### src/rtl/duo_pkg.sv
package duo_pkg;

  localparam int unsigned INSN_W  = 8;
  localparam int unsigned FIELD_W = 4;

  typedef enum logic [2:0] {
    K_NOP, K_LOAD, K_STORE, K_IMM, K_NEAR, K_FAR, K_ALU
  } kind_e;

  typedef enum logic [3:0] {
    A_NONE, A_EQ, A_GT, A_LT, A_CNOT, A_INC, A_DEC, A_ADD,
    A_SUB, A_AND, A_OR, A_XOR, A_XNOR, A_CPL
  } alu_op_e;

  typedef enum logic [1:0] {
    ST_FETCH, ST_EXEC, ST_WB
  } state_e;

  typedef struct packed {
    kind_e                kind;
    alu_op_e              alu;
    logic                 rsel;
    logic                 hi;
    logic                 cond;
    logic                 fwd;
    logic [FIELD_W-1:0]   field;
  } dec_t;

endpackage

### src/rtl/duo_decode.sv
module duo_decode
  import duo_pkg::*;
(
  input  logic [INSN_W-1:0] insn,
  output dec_t              dec
);

  always_comb begin
    dec       = '0;
    dec.kind  = K_NOP;
    dec.alu   = A_NONE;
    dec.field = insn[FIELD_W-1:0];
    unique case (insn[7:6])
      2'b00: begin
        dec.kind = insn[5] ? K_STORE : K_LOAD;
        dec.rsel = insn[4];
      end
      2'b01: begin
        dec.kind = K_IMM;
        dec.hi   = insn[5];
        dec.rsel = insn[4];
      end
      2'b10: begin
        // register-indirect jumps and compares win over relative jumps
        if (insn[5:3] == 3'b000) begin
          if (insn[2]) begin
            dec.kind = K_ALU;
            unique case (insn[1:0])
              2'b00:   dec.alu = A_EQ;
              2'b01:   dec.alu = A_GT;
              2'b10:   dec.alu = A_LT;
              default: dec.alu = A_CNOT;
            endcase
          end else begin
            dec.kind = K_FAR;
            dec.rsel = insn[1];
            dec.cond = insn[0];
          end
        end else begin
          dec.kind = K_NEAR;
          dec.cond = insn[5];
          dec.fwd  = insn[4];
        end
      end
      default: begin
        dec.rsel = insn[0];
        casez (insn[5:0])
          6'b00000?: begin dec.kind = K_ALU; dec.alu = A_INC;  end
          6'b00001?: begin dec.kind = K_ALU; dec.alu = A_DEC;  end
          6'b000100: begin dec.kind = K_ALU; dec.alu = A_ADD;  end
          6'b000101: begin dec.kind = K_ALU; dec.alu = A_SUB;  end
          6'b000110: begin dec.kind = K_ALU; dec.alu = A_AND;  end
          6'b000111: begin dec.kind = K_ALU; dec.alu = A_OR;   end
          6'b001000: begin dec.kind = K_ALU; dec.alu = A_XOR;  end
          6'b001001: begin dec.kind = K_ALU; dec.alu = A_XNOR; end
          6'b00101?: begin dec.kind = K_ALU; dec.alu = A_CPL;  end
          default:   dec.kind = K_NOP;
        endcase
      end
    endcase
  end

endmodule

### src/rtl/duo_alu.sv
module duo_alu
  import duo_pkg::*;
#(
  parameter int unsigned DW = 8
) (
  input  alu_op_e       op,
  input  logic          rsel,
  input  logic [DW-1:0] a,
  input  logic [DW-1:0] b,
  input  logic          c_in,
  output logic [DW-1:0] res,
  output logic          res_we,
  output logic          res_dst,
  output logic          c_out,
  output logic          c_we
);

  logic [DW-1:0] src;
  logic [DW:0]   sum;
  logic [DW:0]   diff;

  assign src  = rsel ? b : a;
  assign sum  = {1'b0, a} + {1'b0, b};
  assign diff = {1'b0, a} - {1'b0, b};

  always_comb begin
    res     = '0;
    res_we  = 1'b0;
    res_dst = 1'b0;
    c_out   = c_in;
    c_we    = 1'b0;
    unique case (op)
      A_EQ:   begin c_we = 1'b1; c_out = (a == b); end
      A_GT:   begin c_we = 1'b1; c_out = (a > b);  end
      A_LT:   begin c_we = 1'b1; c_out = (a < b);  end
      A_CNOT: begin c_we = 1'b1; c_out = ~c_in;    end
      A_INC, A_DEC: begin
        res     = (op == A_INC) ? src + DW'(1) : src - DW'(1);
        res_we  = 1'b1;
        res_dst = rsel;
        c_we    = 1'b1;
        c_out   = (res == '0);
      end
      A_ADD:  begin res = sum[DW-1:0];  res_we = 1'b1; c_we = 1'b1; c_out = sum[DW];  end
      A_SUB:  begin res = diff[DW-1:0]; res_we = 1'b1; c_we = 1'b1; c_out = diff[DW]; end
      A_AND:  begin res = a & b;        res_we = 1'b1; end
      A_OR:   begin res = a | b;        res_we = 1'b1; end
      A_XOR:  begin res = a ^ b;        res_we = 1'b1; end
      A_XNOR: begin res = ~(a ^ b);     res_we = 1'b1; end
      A_CPL:  begin res = ~src;         res_we = 1'b1; res_dst = rsel; end
      default: ;
    endcase
  end

endmodule

### src/rtl/duo_nextip.sv
module duo_nextip
  import duo_pkg::*;
#(
  parameter int unsigned AW = 8
) (
  input  logic [AW-1:0]      ip,
  input  kind_e              kind,
  input  logic               cond,
  input  logic               fwd,
  input  logic [FIELD_W-1:0] off,
  input  logic               carry,
  input  logic [AW-1:0]      far_tgt,
  output logic [AW-1:0]      nip
);

  logic [AW-1:0] seq;
  logic          taken;

  assign seq   = ip + AW'(1);
  assign taken = ~cond | carry;

  always_comb begin
    nip = seq;
    if (kind == K_NEAR && taken)
      nip = fwd ? seq + AW'(off) : seq - AW'(off);
    else if (kind == K_FAR && taken)
      nip = far_tgt;
  end

endmodule

### src/rtl/duo_core.sv
module duo_core
  import duo_pkg::*;
#(
  parameter int unsigned DATA_W     = 8,
  parameter int unsigned CODE_AW    = 8,
  parameter int unsigned DATA_AW    = 4,
  parameter int unsigned RST_STAGES = 2
) (
  input  logic               clk,
  input  logic               rst_n,
  output logic               code_rd,
  output logic [CODE_AW-1:0] code_addr,
  input  logic [DATA_W-1:0]  code_rdata,
  output logic               data_rd,
  output logic               data_we,
  output logic [DATA_AW-1:0] data_addr,
  output logic [DATA_W-1:0]  data_wdata,
  input  logic [DATA_W-1:0]  data_rdata
);

  localparam int unsigned LO_W = DATA_W - FIELD_W;

  // reset release synchroniser
  logic [RST_STAGES-1:0] sync_q;
  logic                  core_rst_n;

  always_ff @(posedge clk or negedge rst_n) begin
    if (!rst_n) sync_q <= '0;
    else        sync_q <= {sync_q[RST_STAGES-2:0], 1'b1};
  end
  assign core_rst_n = sync_q[RST_STAGES-1];

  state_e              state_q, state_d;
  logic [CODE_AW-1:0]  ip_q, ip_nxt;
  logic [DATA_W-1:0]   r0_q, r1_q, r0_d, r1_d;
  logic                c_q, c_d, ld_sel_q;
  logic                ip_en, r0_en, r1_en, c_en, sel_en;

  dec_t                dec;
  logic [DATA_W-1:0]   sel_reg, imm_val, alu_res;
  logic                alu_we, alu_dst, alu_c, alu_cwe;

  duo_decode u_dec (
    .insn (code_rdata),
    .dec  (dec)
  );

  assign sel_reg = dec.rsel ? r1_q : r0_q;
  assign imm_val = dec.hi ? {dec.field, sel_reg[LO_W-1:0]}
                          : {sel_reg[DATA_W-1:FIELD_W], dec.field};

  duo_alu #(.DW(DATA_W)) u_alu (
    .op      (dec.kind == K_ALU ? dec.alu : A_NONE),
    .rsel    (dec.rsel),
    .a       (r0_q),
    .b       (r1_q),
    .c_in    (c_q),
    .res     (alu_res),
    .res_we  (alu_we),
    .res_dst (alu_dst),
    .c_out   (alu_c),
    .c_we    (alu_cwe)
  );

  duo_nextip #(.AW(CODE_AW)) u_nip (
    .ip      (ip_q),
    .kind    (dec.kind),
    .cond    (dec.cond),
    .fwd     (dec.fwd),
    .off     (dec.field),
    .carry   (c_q),
    .far_tgt (CODE_AW'(sel_reg)),
    .nip     (ip_nxt)
  );

  // next-state and enables
  always_comb begin
    state_d = state_q;
    ip_en   = 1'b0;
    r0_en   = 1'b0;
    r1_en   = 1'b0;
    c_en    = 1'b0;
    sel_en  = 1'b0;
    r0_d    = alu_res;
    r1_d    = alu_res;
    c_d     = alu_c;
    unique case (state_q)
      ST_FETCH: state_d = ST_EXEC;
      ST_EXEC: begin
        ip_en   = 1'b1;
        state_d = (dec.kind == K_LOAD) ? ST_WB : ST_FETCH;
        unique case (dec.kind)
          K_LOAD: sel_en = 1'b1;
          K_IMM: begin
            r0_en = ~dec.rsel;
            r1_en = dec.rsel;
            r0_d  = imm_val;
            r1_d  = imm_val;
          end
          K_ALU: begin
            r0_en = alu_we & ~alu_dst;
            r1_en = alu_we & alu_dst;
            c_en  = alu_cwe;
          end
          default: ;
        endcase
      end
      ST_WB: begin
        state_d = ST_FETCH;
        r0_en   = ~ld_sel_q;
        r1_en   = ld_sel_q;
        r0_d    = data_rdata;
        r1_d    = data_rdata;
      end
      default: state_d = ST_FETCH;
    endcase
  end

  // state registers
  always_ff @(posedge clk or negedge core_rst_n) begin
    if (!core_rst_n) begin
      state_q  <= ST_FETCH;
      ip_q     <= '0;
      r0_q     <= '0;
      r1_q     <= '0;
      c_q      <= 1'b0;
      ld_sel_q <= 1'b0;
    end else begin
      state_q <= state_d;
      if (ip_en)  ip_q     <= ip_nxt;
      if (r0_en)  r0_q     <= r0_d;
      if (r1_en)  r1_q     <= r1_d;
      if (c_en)   c_q      <= c_d;
      if (sel_en) ld_sel_q <= dec.rsel;
    end
  end

  assign code_rd    = core_rst_n && (state_q == ST_FETCH);
  assign code_addr  = ip_q;
  assign data_rd    = (state_q == ST_EXEC) && (dec.kind == K_LOAD);
  assign data_we    = (state_q == ST_EXEC) && (dec.kind == K_STORE);
  assign data_addr  = dec.field[DATA_AW-1:0];
  assign data_wdata = sel_reg;

endmodule

### config.mk
export PLATFORM = sky130hd
export DESIGN_NAME = duo_core
export DESIGN_NICKNAME = d
export VERILOG_FILES = /design/src/rtl/duo_pkg.sv /design/src/rtl/duo_decode.sv /design/src/rtl/duo_alu.sv /design/src/rtl/duo_nextip.sv /design/src/rtl/duo_core.sv
export SDC_FILE = /design/constraint.sdc
export NUM_CORES = 1
export LEC_CHECK = 0
export BUFFER_PORTS_ARGS = -buffer_cell sky130_fd_sc_hd__buf_4
export CAP_MARGIN = 20
export CORE_UTILIZATION = 52
export CTS_CLUSTER_SIZE = 25
export DETAILED_ROUTE_END_ITERATION = 10
export PLACE_DENSITY = 0.74
export SLEW_MARGIN = 20
export SYNTH_ARGS = -nofsm -noshare
export SYNTH_HDL_FRONTEND = slang
export SYNTH_SLANG_ARGS = --single-unit
### constraint.sdc
create_clock -name clk -period 2.09 [get_ports clk]
set_input_delay 0.418 -clock clk [delete_from_list [all_inputs] [get_ports clk]]
set_output_delay 0.418 -clock clk [all_outputs]
set_load 0.005 [all_outputs]
==> summary.txt, run 1 <==
Floorplanning
  – Die Span X: 97.0 µm
  – IO Count: 41
  – Row count: 34
  – Initial Util: 53.8%
  – Die height: 97.0 µm

Global routing
  – Global route overflow: 6
  – Pin count of the biggest net entering global routing: 29
  – Total GRT Usage: 68.7%

Synthesis
  – Post-Synth XOR/XNOR Area: 5.39%
  – Post-synthesis compound-gate area fraction: 30.1%
  – Seq/Total Area, Yosys: 16.0%
  – Mean post-synth cell area: 7.93 µm²
  – Multiplexer share of the synthesized area: 4.99%
  – Flops & latches, synth: 30
  – Synth Area in Adders: 14.0%
  – Yosys top cell by area: dfrtp_1
  – Commonest cells post-synth: a21oi_1 (49), nand2_1 (47), nor2_1 (47)
  – Yosys warns: 0
  – Yosys cell types: 93
  – Ys async rst share: 100%
  – Syn Nets: 659
  – Simple-gate share of the synthesized area: 21.4%
  – Post-synth EDFFs: 0
  – Share of the synthesized area in the top cell type: 16.0%
  – Synthesized area: 4690 µm²
  – Post-Syn Instances: 591
  – Main synth FF type: dfrtp_1
  – Largest family of logic cells by synthesized area: compound AO/OA/AOI/OAI gates
  – Most frequent cell after synthesis: a21oi_1
  – Leading post-synthesis cells by cell area: dfrtp_1 (16%), ha_1 (12%), a21oi_1 (5.2%)

Placed design
  – PortBufs: 40
  – Global placement routability congestion: 0.991
  – Post-DP HPWL: 15000 µm

Clocking
  – Largest buffer count on any clock path: 2
  – Root Buffer: clkbuf_8
  – Total CTS buffers: 5
  – Htree depth: 2
  – Clock Sinks: 30

Timing
  – GR repair worst EP: c_q$_DFFE_PN0P_/D
  – Worst EP Category: sequential cell input

Outcome
  – Failing step: 5_1_grt
  – Status: aborted with a tool error
  – First Err: [ERROR GRT-0232] Routing congestion too high. Check the congestion heatmap in the GUI.
[layer usage]
metal  GRT overflow  global-route usage, %
met2              3                   89.2
met5              0                   12.6
met3              0                   48.7
met4              3                   63.7
met1              0                   70.7
[stage by stage]
step           TNS [ns]  area [µm²]  instances  hold WS, ns  setup WS [ns]
3_3_place_gp     -31.83        6670        919        0.200          -1.70
2_1_floorplan    -20.86        4840        591        0.122          -1.62
3_5_place_dp     -34.35        6670        919        0.203          -1.86
4_1_cts          -22.45        7590        953        0.307          -1.35
[logic make-up after synthesis]
| family | count (synthesis) |
|---|---|
| flops | 30 |
| simple gates | 190 |
| fa+ha+maj | 50 |
| xor+xnor | 28 |
| other cells | 1 |
| mux | 21 |
| buf+inv | 80 |
| compound gates | 191 |
[repair_timing]
item,CTS
setup endpoints to repair,36
resized for setup,130
endpoints found under the hold margin,2
gates cloned,1
hold buffers,1
setup buffers,26
pin swaps,49
==> run 2: changes to the inputs <==
- CORE_UTILIZATION: 52 -> 37
- CTS_CLUSTER_SIZE: 25 -> default
- PLACE_DENSITY: 0.74 -> default
- PLACE_DENSITY_LB_ADDON: default -> 0.15
- clock period: 2.09 -> 2.7 ns (I/O delays scaled with it)
==> summary.txt, run 2 <==
Outcome
  – Status: finished with violations (was aborted with a tool error)
  – Violated checks: setup timing

Global routing
  – First-pass GRT wire length: 29700 µm
  – Pin count of the biggest net entering global routing: 29
  – Global route overflow: 0
  – Total GRT Usage: 29.8%
  – Vias in the first global route: 5479
  – Initial antenna violation count: 1

Final layout
  – Fillers: 1068
  – Fraction of layout cells with a size suffix above 1: 46.2%
  – Synth-to-Final Area Change: 61.1%
  – Final nets: 874
  – Antenna diodes: 0
  – Most frequent cells in the layout: buf_4 (208), inv_1 (43), nand2_1 (42)
  – Design Area, Final: 7560 µm²
  – Non-Filler Instances: 975
  – Commonest non-fill, non-tap cell in the layout: buf_4

Synthesis
  – Flops & latches, synth: 30 (unchanged)
  – Yosys warns: 0 (unchanged)
  – Largest family of logic cells by synthesized area: compound AO/OA/AOI/OAI gates (unchanged)
  – Yosys cell types: 93 (unchanged)
  – Post-synth EDFFs: 0 (unchanged)
  – Simple-gate share of the synthesized area: 21.4% (unchanged)
  – Leading post-synthesis cells by cell area: dfrtp_1 (16%), ha_1 (12%), a21oi_1 (5.2%) (unchanged)
  – Multiplexer share of the synthesized area: 4.99% (unchanged)
  – Synth Area in Adders: 14.0% (unchanged)
  – Post-Syn Instances: 591 (unchanged)
  – Yosys top cell by area: dfrtp_1 (unchanged)
  – Synthesized area: 4690 µm² (unchanged)
  – Commonest cells post-synth: a21oi_1 (49), nand2_1 (47), nor2_1 (47) (unchanged)
  – Post-Synth XOR/XNOR Area: 5.39% (unchanged)
  – Mean post-synth cell area: 7.93 µm² (unchanged)
  – Syn Nets: 659 (unchanged)
  – Main synth FF type: dfrtp_1 (unchanged)
  – Share of the synthesized area in the top cell type: 16.0% (unchanged)
  – Post-synthesis compound-gate area fraction: 30.1% (unchanged)
  – Ys async rst share: 100% (unchanged)
  – Seq/Total Area, Yosys: 16.0% (unchanged)
  – Most frequent cell after synthesis: a21oi_1 (unchanged)

Power and ir drop
  – Clock power frac: 9.5%
  – Leakage: 3.38 nW
  – Worst VDD drop: 638 µV
  – Net Sw Frac: 46.1%
  – PwrDens: 1090 nW/µm²
  – Switching power total: 0.00381 W
  – Comb power frac: 79.9%
  – P_int: 0.00446 W
  – Flop pwr share: 10.6%

Floorplanning
  – IO Count: 41 (unchanged)
  – Die Span X: 115 µm (was 97.0 µm)
  – Die height: 115 µm (was 97.0 µm)
  – Row count: 40 (was 34)
  – Initial Util: 38.6% (was 53.8%)
  – Die area: 13100 µm²
  – Core Area: 12200 µm²

Clocking
  – Total CTS buffers: 5 (unchanged)
  – Htree depth: 2 (unchanged)
  – Clock Sinks: 30 (unchanged)
  – CTS tree: done
  – Hold_buf cts: 0 (was 1)
  – Clk slew on worst S/H paths: 0.06 ns
  – Root Buffer: clkbuf_16 (was clkbuf_8)
  – Largest buffer count on any clock path: 2 (unchanged)
  – Worst skew pair latency: 0.30 ns

Timing
  – Final worst slack: -0.928 ns
  – Final Critical Period: 3.63 ns
  – Unrepaired setup endpoints after global routing: true
  – Final hold vios: 0
  – Final Max Slew Viols: 0
  – Hold slack final: 0.0224 ns
  – F_max: 0.276 GHz
  – Worst slew pin tran: 0.725 ns
  – Slew HR: 51.2%
  – Final setup viols: 22
  – Final Cycle Share: 134%
  – TNS Setup: -10.20 ns
  – Final Skew: 0.0124 ns

Route
  – # DRC: 0
  – DR iter-0 viols: 391
  – Overall via count from detail_route: 5476
  – Antenna viol nets, final: 0
  – First-pass detailed-route iteration total: 5
  – Final WL: 19200 µm
  – Routed wire per std cell: 19.7 µm
  – Drt via density: 5.62

Worst setup path
  – CP top delay family: compound AO/OA/AOI/OAI gates
  – WP depth: 17
  – Crit path largest cell delay: 0.34 ns
  – Bufs and invs on worst path: 4
  – Worst path slowest cell: or3_4
  – Cells along the critical path: buf_12 -> inv_12 -> ha_1 -> or3_4 -> a32o_2 -> a211oi_4 -> nand3_4 -> buf_6 -> ha_4 -> or2_4 -> a221o_1 -> and3_4 -> a311oi_4 -> buf_4 -> nand4_1 -> o221ai_2 -> a22o_1
  – Worst r2r path cells: 13
  – Kind of critical path: in2reg
  – Crit path arrival time: 3.87 ns
  – Critical path peak fanout: 5
  – CP Launch Type: input pin
  – Req. time, crit path: 2.94 ns
  – Crit. End Element: flop

Placed design
  – Area after DPL: 6420 µm² (was 6670 µm²)
  – Global placement routability congestion: 0.994 (was 0.991)
  – PortBufs: 40 (unchanged)
  – Post-DP HPWL: 14900 µm (was 15000 µm)
  – Placed Cells: 937 (was 919)

Flow run
  – Max-capacitance violation count: 0

Min path
  – Path type of the worst min-delay path: in2async
run 2: final cells by class:
cell class                 count  area [µm²]  area share (%)
clock inverter                 2        60.1           0.795
inverter                      46         193            2.55
timing repair buffer         242        2030            26.9
clock buffer                   6         139            1.84
tap                          168         210            2.78
multi-input combinational    481        4170            55.2
sequential                    30         751            9.94
run 2: metal layers:
layer | vias up | GRT usage [%] | routed length, µm
li1 | 2597 | - | -
met1 | 2637 | 39.1 | 8470
met2 | 186 | 47.9 | 8970
met3 | 56 | 5.51 | 1020
met4 | 0 | 12.8 | 796
met5 | - | 0 | 0
run 2: worst paths after layout:
kind                               start           end  slack [ns]
hold reg to reg                sync_q[1]  code_addr[4]        0.28
max in group asynchronous      sync_q[1]       r1_q[7]        2.12
hold / removal                     rst_n     sync_q[0]        0.02
min in group clk               sync_q[0]     sync_q[1]        0.35
setup / recovery           code_rdata[0]           c_q       -0.93
setup reg to reg                 r0_q[0]           c_q       -0.27
run 2: stage by stage:
step,util (%),power [W],worst slack [ns]
2_1_floorplan,-,0.00402,-1.13
3_3_place_gp,52.8,0.00631,-1.25
3_5_place_dp,52.8,0.00639,-1.32
4_1_cts,59.7,0.00771,-0.929
5_1_grt,62.1,0.00887,-1.04
6_report,62.1,0.00827,-0.928
run 2: worst reg2reg max path, stage by stage, from the launching register on:
cell and delay, ns:
dfrtp_1 0.37, inv_1 0.12, buf_4 0.15, nor3_1 0.07
a22o_2 0.25, fa_2 0.43, a211oi_4 0.23, nor2_1 0.08
xor2_1 0.16, or3b_1 0.37, nor4_2 0.14, nand4_1 0.19
o221ai_2 0.20, a22o_1 0.16
run 2: logic make-up (layout without fill, tap and decap cells):
| family | Yosys count | in the layout |
|---|---|---|
| adders and majority gates | 50 | 50 |
| DFF | 30 | 30 |
| xor gates and xnor gates | 28 | 28 |
| muxes | 21 | 21 |
| AOI/OAI and AO/OA | 191 | 191 |
| buffers and inverters | 80 | 296 |
| other | 1 | 1 |
| and+or+nand+nor | 190 | 190 |
run 2: timing repair:
action                                  CTS  global route
endpoints found under the setup margin   27            27
gates resized for setup                  99            48
buffers inserted                         27             9
pin swaps                                53            48
cloned                                    0             0
run 2: power groups by stage:
stage | Combinational, W | Clock, W | Sequential, W
final | 0.00661 | 0.000786 | 0.000875
after global routing | 0.00715 | 0.000808 | 0.000911
after global placement | 0.00543 | 0 | 0.000874
after floorplan | 0.00317 | 0 | 0.000848
after detailed placement | 0.00551 | 0 | 0.000883
after CTS | 0.00603 | 0.000798 | 0.000875
Power figures use the tool's default switching activity.
==> run 3: changes to the inputs <==
- SKIP_CTS_REPAIR_TIMING: default -> 1
==> summary.txt, run 3 (same netlist as run 2, synthesis figures left out) <==
Outcome
  – Status: finished with violations (unchanged)
  – Violated checks: setup timing (unchanged)

Worst setup path
  – Crit path arrival time: 3.91 ns (was 3.87 ns)
  – Worst R2R Start: r0_q[0] (unchanged)
  – R2R Path End: r0_q[6] (was c_q)
  – R2r setup slk: -0.27 ns (about the same)
  – Req. time, crit path: 2.94 ns (about the same)
  – Critical path peak fanout: 5 (unchanged)
  – CP top delay family: simple AND/OR/NAND/NOR gates (was compound AO/OA/AOI/OAI gates)
  – Crit. End Element: flop (unchanged)
  – Bufs and invs on worst path: 2 (was 4)
  – Cells along the critical path: buf_12 -> inv_12 -> ha_2 -> or3_4 -> a32o_2 -> a211oi_4 -> nand3_4 -> fa_2 -> a211oi_2 -> nor2_1 -> xor2_1 -> or3b_1 -> nor4_2 -> nand4_1 -> o221ai_2 -> a22o_1 (was buf_12 -> inv_12 -> ha_1 -> or3_4 -> a32o_2 -> a211oi_4 -> nand3_4 -> buf_6 -> ha_4 -> or2_4 -> a221o_1 -> and3_4 -> a311oi_4 -> buf_4 -> nand4_1 -> o221ai_2 -> a22o_1)
  – Crit path largest cell delay: 0.43 ns (was 0.34 ns)
  – CP Launch Type: input pin (unchanged)
  – Worst r2r path cells: 12 (was 13)
  – Worst path slowest cell: fa_2 (was or3_4)
  – Kind of critical path: in2reg (unchanged)

Timing
  – Hold slack final: 0.0206 ns (was 0.0224 ns)
  – Unrepaired setup endpoints after global routing: true (unchanged)
  – F_max: 0.272 GHz (was 0.276 GHz)
  – Final worst slack: -0.974 ns (was -0.928 ns)
  – Final hold vios: 0 (unchanged)
  – Final setup viols: 20 (was 22)
  – Slew HR: 60.6% (was 51.2%)
  – Final Cycle Share: 136% (was 134%)
  – Final Skew: 0.0133 ns (was 0.0124 ns)
  – Worst slew pin tran: 0.585 ns (was 0.725 ns)
  – Final Max Slew Viols: 0 (unchanged)
  – TNS Setup: -11.03 ns (was -10.20 ns)
  – Final Critical Period: 3.67 ns (was 3.63 ns)

Final layout
  – Commonest non-fill, non-tap cell in the layout: buf_4 (unchanged)
  – Final nets: 863 (was 874)
  – Design Area, Final: 7300 µm² (was 7560 µm²)
  – Most frequent cells in the layout: buf_4 (206), nand2_1 (44), a21oi_1 (43), inv_1 (43), ha_1 (43) (was buf_4 (208), inv_1 (43), nand2_1 (42))
  – Antenna diodes: 0 (unchanged)
  – Final core occ: 60.0% (was 62.1%)
  – Fraction of layout cells with a size suffix above 1: 43.2% (was 46.2%)
  – Synth-to-Final Area Change: 55.7% (was 61.1%)

Route
  – DR iter-0 viols: 337 (was 391)
  – Routed wl met3: 1080 µm (was 1020 µm)
  – Metal2 WL: 8630 µm (was 8970 µm)
  – Overall via count from detail_route: 5394 (was 5476)
  – Routed wire per std cell: 19.1 µm (was 19.7 µm)
  – Drt via density: 5.60 (was 5.62)
  – Met1 WL: 8270 µm (was 8470 µm)
  – Antenna viol nets, final: 0 (unchanged)
  – DR top layer: met4 (unchanged)
  – Final WL: 18400 µm (was 19200 µm)
  – First-pass detailed-route iteration total: 5 (unchanged)
  – # DRC: 0 (unchanged)

Power and ir drop
  – Net Sw Frac: 46.3% (was 46.1%)
  – Flop pwr share: 11.2% (was 10.6%)
  – Comb power frac: 78.7% (was 79.9%)
  – Leakage: 3.29 nW (was 3.38 nW)
  – Clock power frac: 10.0% (was 9.5%)
  – Worst VDD drop: 651 µV (was 638 µV)
  – PwrDens: 1070 nW/µm² (was 1090 nW/µm²)
  – P_int: 0.00420 W (was 0.00446 W)
  – Switching power total: 0.00362 W (was 0.00381 W)

Floorplanning
  – Die height: 115 µm (unchanged)
  – IO Count: 41 (unchanged)
  – Die area: 13100 µm² (unchanged)
  – Initial Util: 38.6% (unchanged)
  – Core Area: 12200 µm² (unchanged)
  – Die Span X: 115 µm (unchanged)
  – Row count: 40 (unchanged)

Global routing
  – Vias in the first global route: 5138 (was 5479)
  – Pin count of the biggest net entering global routing: 29 (unchanged)
  – Total GRT Usage: 28.4% (was 29.8%)
  – Global route overflow: 0 (unchanged)
  – First-pass GRT wire length: 28200 µm (was 29700 µm)
  – Initial antenna violation count: 0 (was 1)

Clocking
  – Clock Sinks: 30 (unchanged)
  – Clk slew on worst S/H paths: 0.06 ns (about the same)
  – Root Buffer: clkbuf_16 (unchanged)
  – CTS tree: done (unchanged)
  – Total CTS buffers: 5 (unchanged)
  – Largest buffer count on any clock path: 2 (unchanged)
  – Htree depth: 2 (unchanged)
  – Worst skew pair latency: 0.30 ns (about the same)

Min path
  – Path type of the worst min-delay path: in2async (unchanged)

Flow run
  – Max-capacitance violation count: 0 (unchanged)

Placed design
  – Area after DPL: 6420 µm² (unchanged)
  – Global placement routability congestion: 0.994 (unchanged)
  – Post-DP HPWL: 14900 µm (unchanged)
  – PortBufs: 40 (unchanged)
## run 3: layout make-up
cell class	count	area, µm²
clock buffers	6	139
clock inverters	2	60.1
fillers	1080	4860
inverters	46	193
multi-input cells	481	4040
flip-flops and latches	30	751
well taps	168	210
repair buffers	231	1910
## run 3: worst max path at each step
stage,from,end,slack (ns),cells past startpoint
floorplan,code_rdata[0],c_q,-1.13,16
global placement,code_rdata[0],c_q,-1.25,16
finish,code_rdata[0],c_q,-0.97,16
CTS,code_rdata[0],c_q,-1.02,16
global route,code_rdata[0],c_q,-1.10,16
detailed placement,code_rdata[0],c_q,-1.32,16
## run 3: routing by layer
metal	track usage [%]	up-vias
li1	-	2575
met1	38.8	2608
met2	45.8	180
met3	4.45	31
met4	8.83	0
met5	0	-
## run 3: metrics by stage
stage                     setup WS [ns]  power, W  instances
after floorplan                   -1.13   0.00402        591
after global placement            -1.25   0.00631        937
after detailed placement          -1.32   0.00639        937
after CTS                         -1.02   0.00721        945
after global routing              -1.10   0.00839        964
final                            -0.974   0.00782        964
## run 3: power by group through the flow
stage	clock network (W)	logic, W	registers [W]
6_report	0.000785	0.00616	0.000877
4_1_cts	0.000798	0.00554	0.000875
2_1_floorplan	0	0.00317	0.000848
3_5_place_dp	0	0.00551	0.000883
3_3_place_gp	0	0.00543	0.000874
5_1_grt	0.000807	0.00667	0.000910
## run 3: worst reg2reg max path, cell delays in order, from the launching register on
cell	delay (ns)
dfrtp_1	0.37
inv_1	0.12
ha_1	0.18
inv_1	0.06
fa_1	0.40
nor2b_1	0.15
o21a_1	0.18
o211ai_1	0.35
nand2_1	0.13
xnor2_1	0.14
and3_1	0.20
o41ai_4	0.40
a22oi_1	0.14
==> run 4: changes to the inputs <==
- ABC_AREA: default -> 1
- CORE_ASPECT_RATIO: default -> 0.9
- SYNTH_HIERARCHICAL: default -> 1
==> summary.txt, run 4 <==
Clocking
  – Total CTS buffers: 5 (unchanged)
  – Root Buffer: clkbuf_16 (unchanged)
  – Htree depth: 2 (unchanged)
  – Clock Sinks: 30 (unchanged)
  – Clk slew on worst S/H paths: 0.05 ns (was 0.06 ns)
  – Worst skew pair latency: 0.28 ns (was 0.30 ns)
  – Largest buffer count on any clock path: 2 (unchanged)
  – CTS tree: done (unchanged)

Timing
  – Final setup viols: 25 (was 20)
  – Final hold vios: 0 (unchanged)
  – Final worst slack: -0.656 ns (was -0.974 ns)
  – Final Max Slew Viols: 0 (unchanged)
  – Worst slew pin tran: 0.734 ns (was 0.585 ns)
  – TNS Setup: -9.74 ns (was -11.03 ns)
  – Final Cycle Share: 124% (was 136%)
  – F_max: 0.298 GHz (was 0.272 GHz)
  – Final Skew: 0.00865 ns (was 0.0133 ns)
  – Slew HR: 51.1% (was 60.6%)
  – Unrepaired setup endpoints after global routing: true (unchanged)
  – Final Critical Period: 3.36 ns (was 3.67 ns)

Floorplanning
  – Die area: 14300 µm² (was 13100 µm²)
  – Die height: 113 µm (was 115 µm)
  – Initial Util: 38.1% (was 38.6%)
  – Core Area: 13400 µm² (was 12200 µm²)
  – Die Span X: 126 µm (was 115 µm)
  – IO Count: 41 (unchanged)
  – Row count: 40 (unchanged)

Worst setup path
  – Crit path arrival time: 3.54 ns (was 3.91 ns)
  – Worst R2R Start: r0_q[0] (unchanged)
  – R2r setup slk: 0 ns (was -0.27 ns)
  – Req. time, crit path: 2.88 ns (was 2.94 ns)
  – Setup crit end: c_q (unchanged)
  – Kind of critical path: in2reg (unchanged)
  – Crit. Startpoint: code_rdata[1] (was code_rdata[0])
  – Worst r2r path cells: 18 (was 12)
  – R2R Path End: r1_q[6] (was r0_q[6])
  – Critical path peak fanout: 8 (was 5)
  – Crit. End Element: flop (unchanged)
  – CP Launch Type: input pin (unchanged)

Route
  – Routed wire per std cell: 14.3 µm (was 19.1 µm)
  – Met1 WL: 8610 µm (was 8270 µm)
  – First-pass detailed-route iteration total: 5 (unchanged)
  – Drt via density: 4.91 (was 5.60)
  – Overall via count from detail_route: 5990 (was 5394)
  – Routed wl met3: 804 µm (was 1080 µm)
  – DR iter-0 viols: 480 (was 337)
  – DR top layer: met4 (unchanged)
  – Final WL: 17500 µm (was 18400 µm)
  – # DRC: 0 (unchanged)
  – Antenna viol nets, final: 0 (unchanged)
  – Metal2 WL: 7750 µm (was 8630 µm)

Outcome
  – Status: finished with violations (unchanged)
  – Violated checks: setup timing (unchanged)

Final layout
  – Non-Filler Instances: 1219 (was 964)
  – Fraction of layout cells with a size suffix above 1: 34.0% (was 43.2%)
  – Commonest non-fill, non-tap cell in the layout: nand2_1 (was buf_4)
  – Design Area, Final: 7450 µm² (was 7300 µm²)
  – Most frequent cells in the layout: nand2_1 (214), buf_4 (182), inv_1 (157) (was buf_4 (206), nand2_1 (44), a21oi_1 (43), inv_1 (43), ha_1 (43))
  – Synth-to-Final Area Change: 45.9% (was 55.7%)
  – Fillers: 1328 (was 1080)
  – Final nets: 1116 (was 863)
  – Antenna diodes: 0 (unchanged)
  – Final core occ: 55.6% (was 60.0%)
  – Register Area: 751 µm² (unchanged)
  – Multi-input gate area: 4030 µm² (was 4040 µm²)

Power and ir drop
  – Leakage: 3.99 nW (was 3.29 nW)
  – Worst VDD drop: 739 µV (was 651 µV)
  – PwrDens: 857 nW/µm² (was 1070 nW/µm²)

Global routing
  – Global route overflow: 0 (unchanged)
  – Total GRT Usage: 24.1% (was 28.4%)
  – First-pass GRT wire length: 27800 µm (was 28200 µm)
  – Initial antenna violation count: 0 (unchanged)
  – Vias in the first global route: 5563 (was 5138)
  – Pin count of the biggest net entering global routing: 29 (unchanged)

Synthesis
  – Yosys warns: 6 (was 0)
  – Flops & latches, synth: 30 (unchanged)
  – Ys async rst share: 100% (unchanged)
  – Yosys cell types: 51 (was 93)
  – Syn Nets: 922 (was 659)
  – Post-Syn Instances: 856 (was 591)
  – Mean post-synth cell area: 5.97 µm² (was 7.93 µm²)
  – Post-synth EDFFs: 0 (unchanged)
  – Most frequent cell after synthesis: nand2_1 (was a21oi_1)
  – Synthesized area: 5110 µm² (was 4690 µm²)
  – Share of the synthesized area in the top cell type: 17.1% (was 16.0%)
  – Leading post-synthesis cells by cell area: nand2_1 (17%), dfrtp_1 (15%), inv_1 (12%) (was dfrtp_1 (16%), ha_1 (12%), a21oi_1 (5.2%))
  – Main synth FF type: dfrtp_1 (unchanged)
  – Yosys top cell by area: nand2_1 (was dfrtp_1)
  – Commonest cells post-synth: nand2_1 (233), inv_1 (167), nand3_1 (64) (was a21oi_1 (49), nand2_1 (47), nor2_1 (47))
  – Seq/Total Area, Yosys: 14.7% (was 16.0%)

Flow run
  – Max-capacitance violation count: 0 (unchanged)

Placed design
  – Placed Cells: 1188 (was 937)
  – Area after DPL: 6760 µm² (was 6420 µm²)
  – Pre-CTS WS: -1.02 ns (was -1.32 ns)
  – PortBufs: 40 (unchanged)
  – Post-DP HPWL: 13500 µm (was 14900 µm)
  – Global placement routability congestion: 0.906 (was 0.994)

Min path
  – Path type of the worst min-delay path: in2async (unchanged)
## run 4: area by class of cell
type                            count  share of cell area (%)
Clock buffer                        6                    1.86
Tap cell                          168                    2.82
Clock inverter                      2                   0.168
Inverter                          180                    9.20
Timing Repair Buffer              199                    21.8
Sequential cell                    30                    10.1
Multi-Input combinational cell    634                    54.0
## run 4: worst min path at each step
stage,endpoint,start
after CTS,sync_q[0],rst_n
after global routing,sync_q[0],rst_n
after floorplan,sync_q[0],rst_n
final,sync_q[0],rst_n
after detailed placement,r0_q[4],sync_q[1]
after global placement,sync_q[1],rst_n
## run 4: cells by family (layout without fill, tap and decap cells)
group	Yosys count	after routing	synth area share, %
compound gates	146	146	17.2
xor+xnor	6	6	1.03
fa+ha+maj	48	48	12.4
buf+inv	193	387	14.9
flops	30	30	14.7
other cells	1	1	0.0734
simple gates	432	433	39.7
## run 4: layer usage
layer / vias up / track usage, %
met5: - / 0
met4: 0 / 5.86
met3: 15 / 2.58
met2: 144 / 37.9
met1: 2721 / 35.3
li1: 3110 / -
## run 4: power by group
| group | internal, W | total [W] | switching [W] |
|---|---|---|---|
| clock | 0.000364 | 0.000567 | 0.000203 |
| combinational | 0.00210 | 0.00496 | 0.00286 |
| sequential | 0.000646 | 0.000862 | 0.000216 |
| total | 0.00311 | 0.00639 | 0.00328 |
## run 4: stage by stage
stage / hold WS (ns) / total power [W]
2_1_floorplan: 0.244 / 0.00360
5_1_grt: 0.0272 / 0.00704
3_5_place_dp: 0.314 / 0.00543
4_1_cts: 0.0243 / 0.00605
6_report: 0.0291 / 0.00639
3_3_place_gp: 0.324 / 0.00545
## run 4: worst max-delay path, stage by stage
cell      delay (ns)
buf_8           0.10
buf_4           0.14
ha_4            0.15
inv_1           0.07
nand2_1         0.06
nand3_2         0.07
nand2_2         0.06
o21ai_4         0.18
nand3_2         0.13
nand3_4         0.17
nor2_4          0.07
nor2_4          0.13
nand2_4         0.12
fa_2            0.39
nand2_1         0.07
nand3b_1        0.11
nand2_1         0.07
nand2_1         0.06
nand2_1         0.06
nor2_1          0.09
nand2_1         0.06
nor2_1          0.09
nand3_1         0.15
a21oi_1         0.16
inv_1           0.05
a31oi_1         0.16
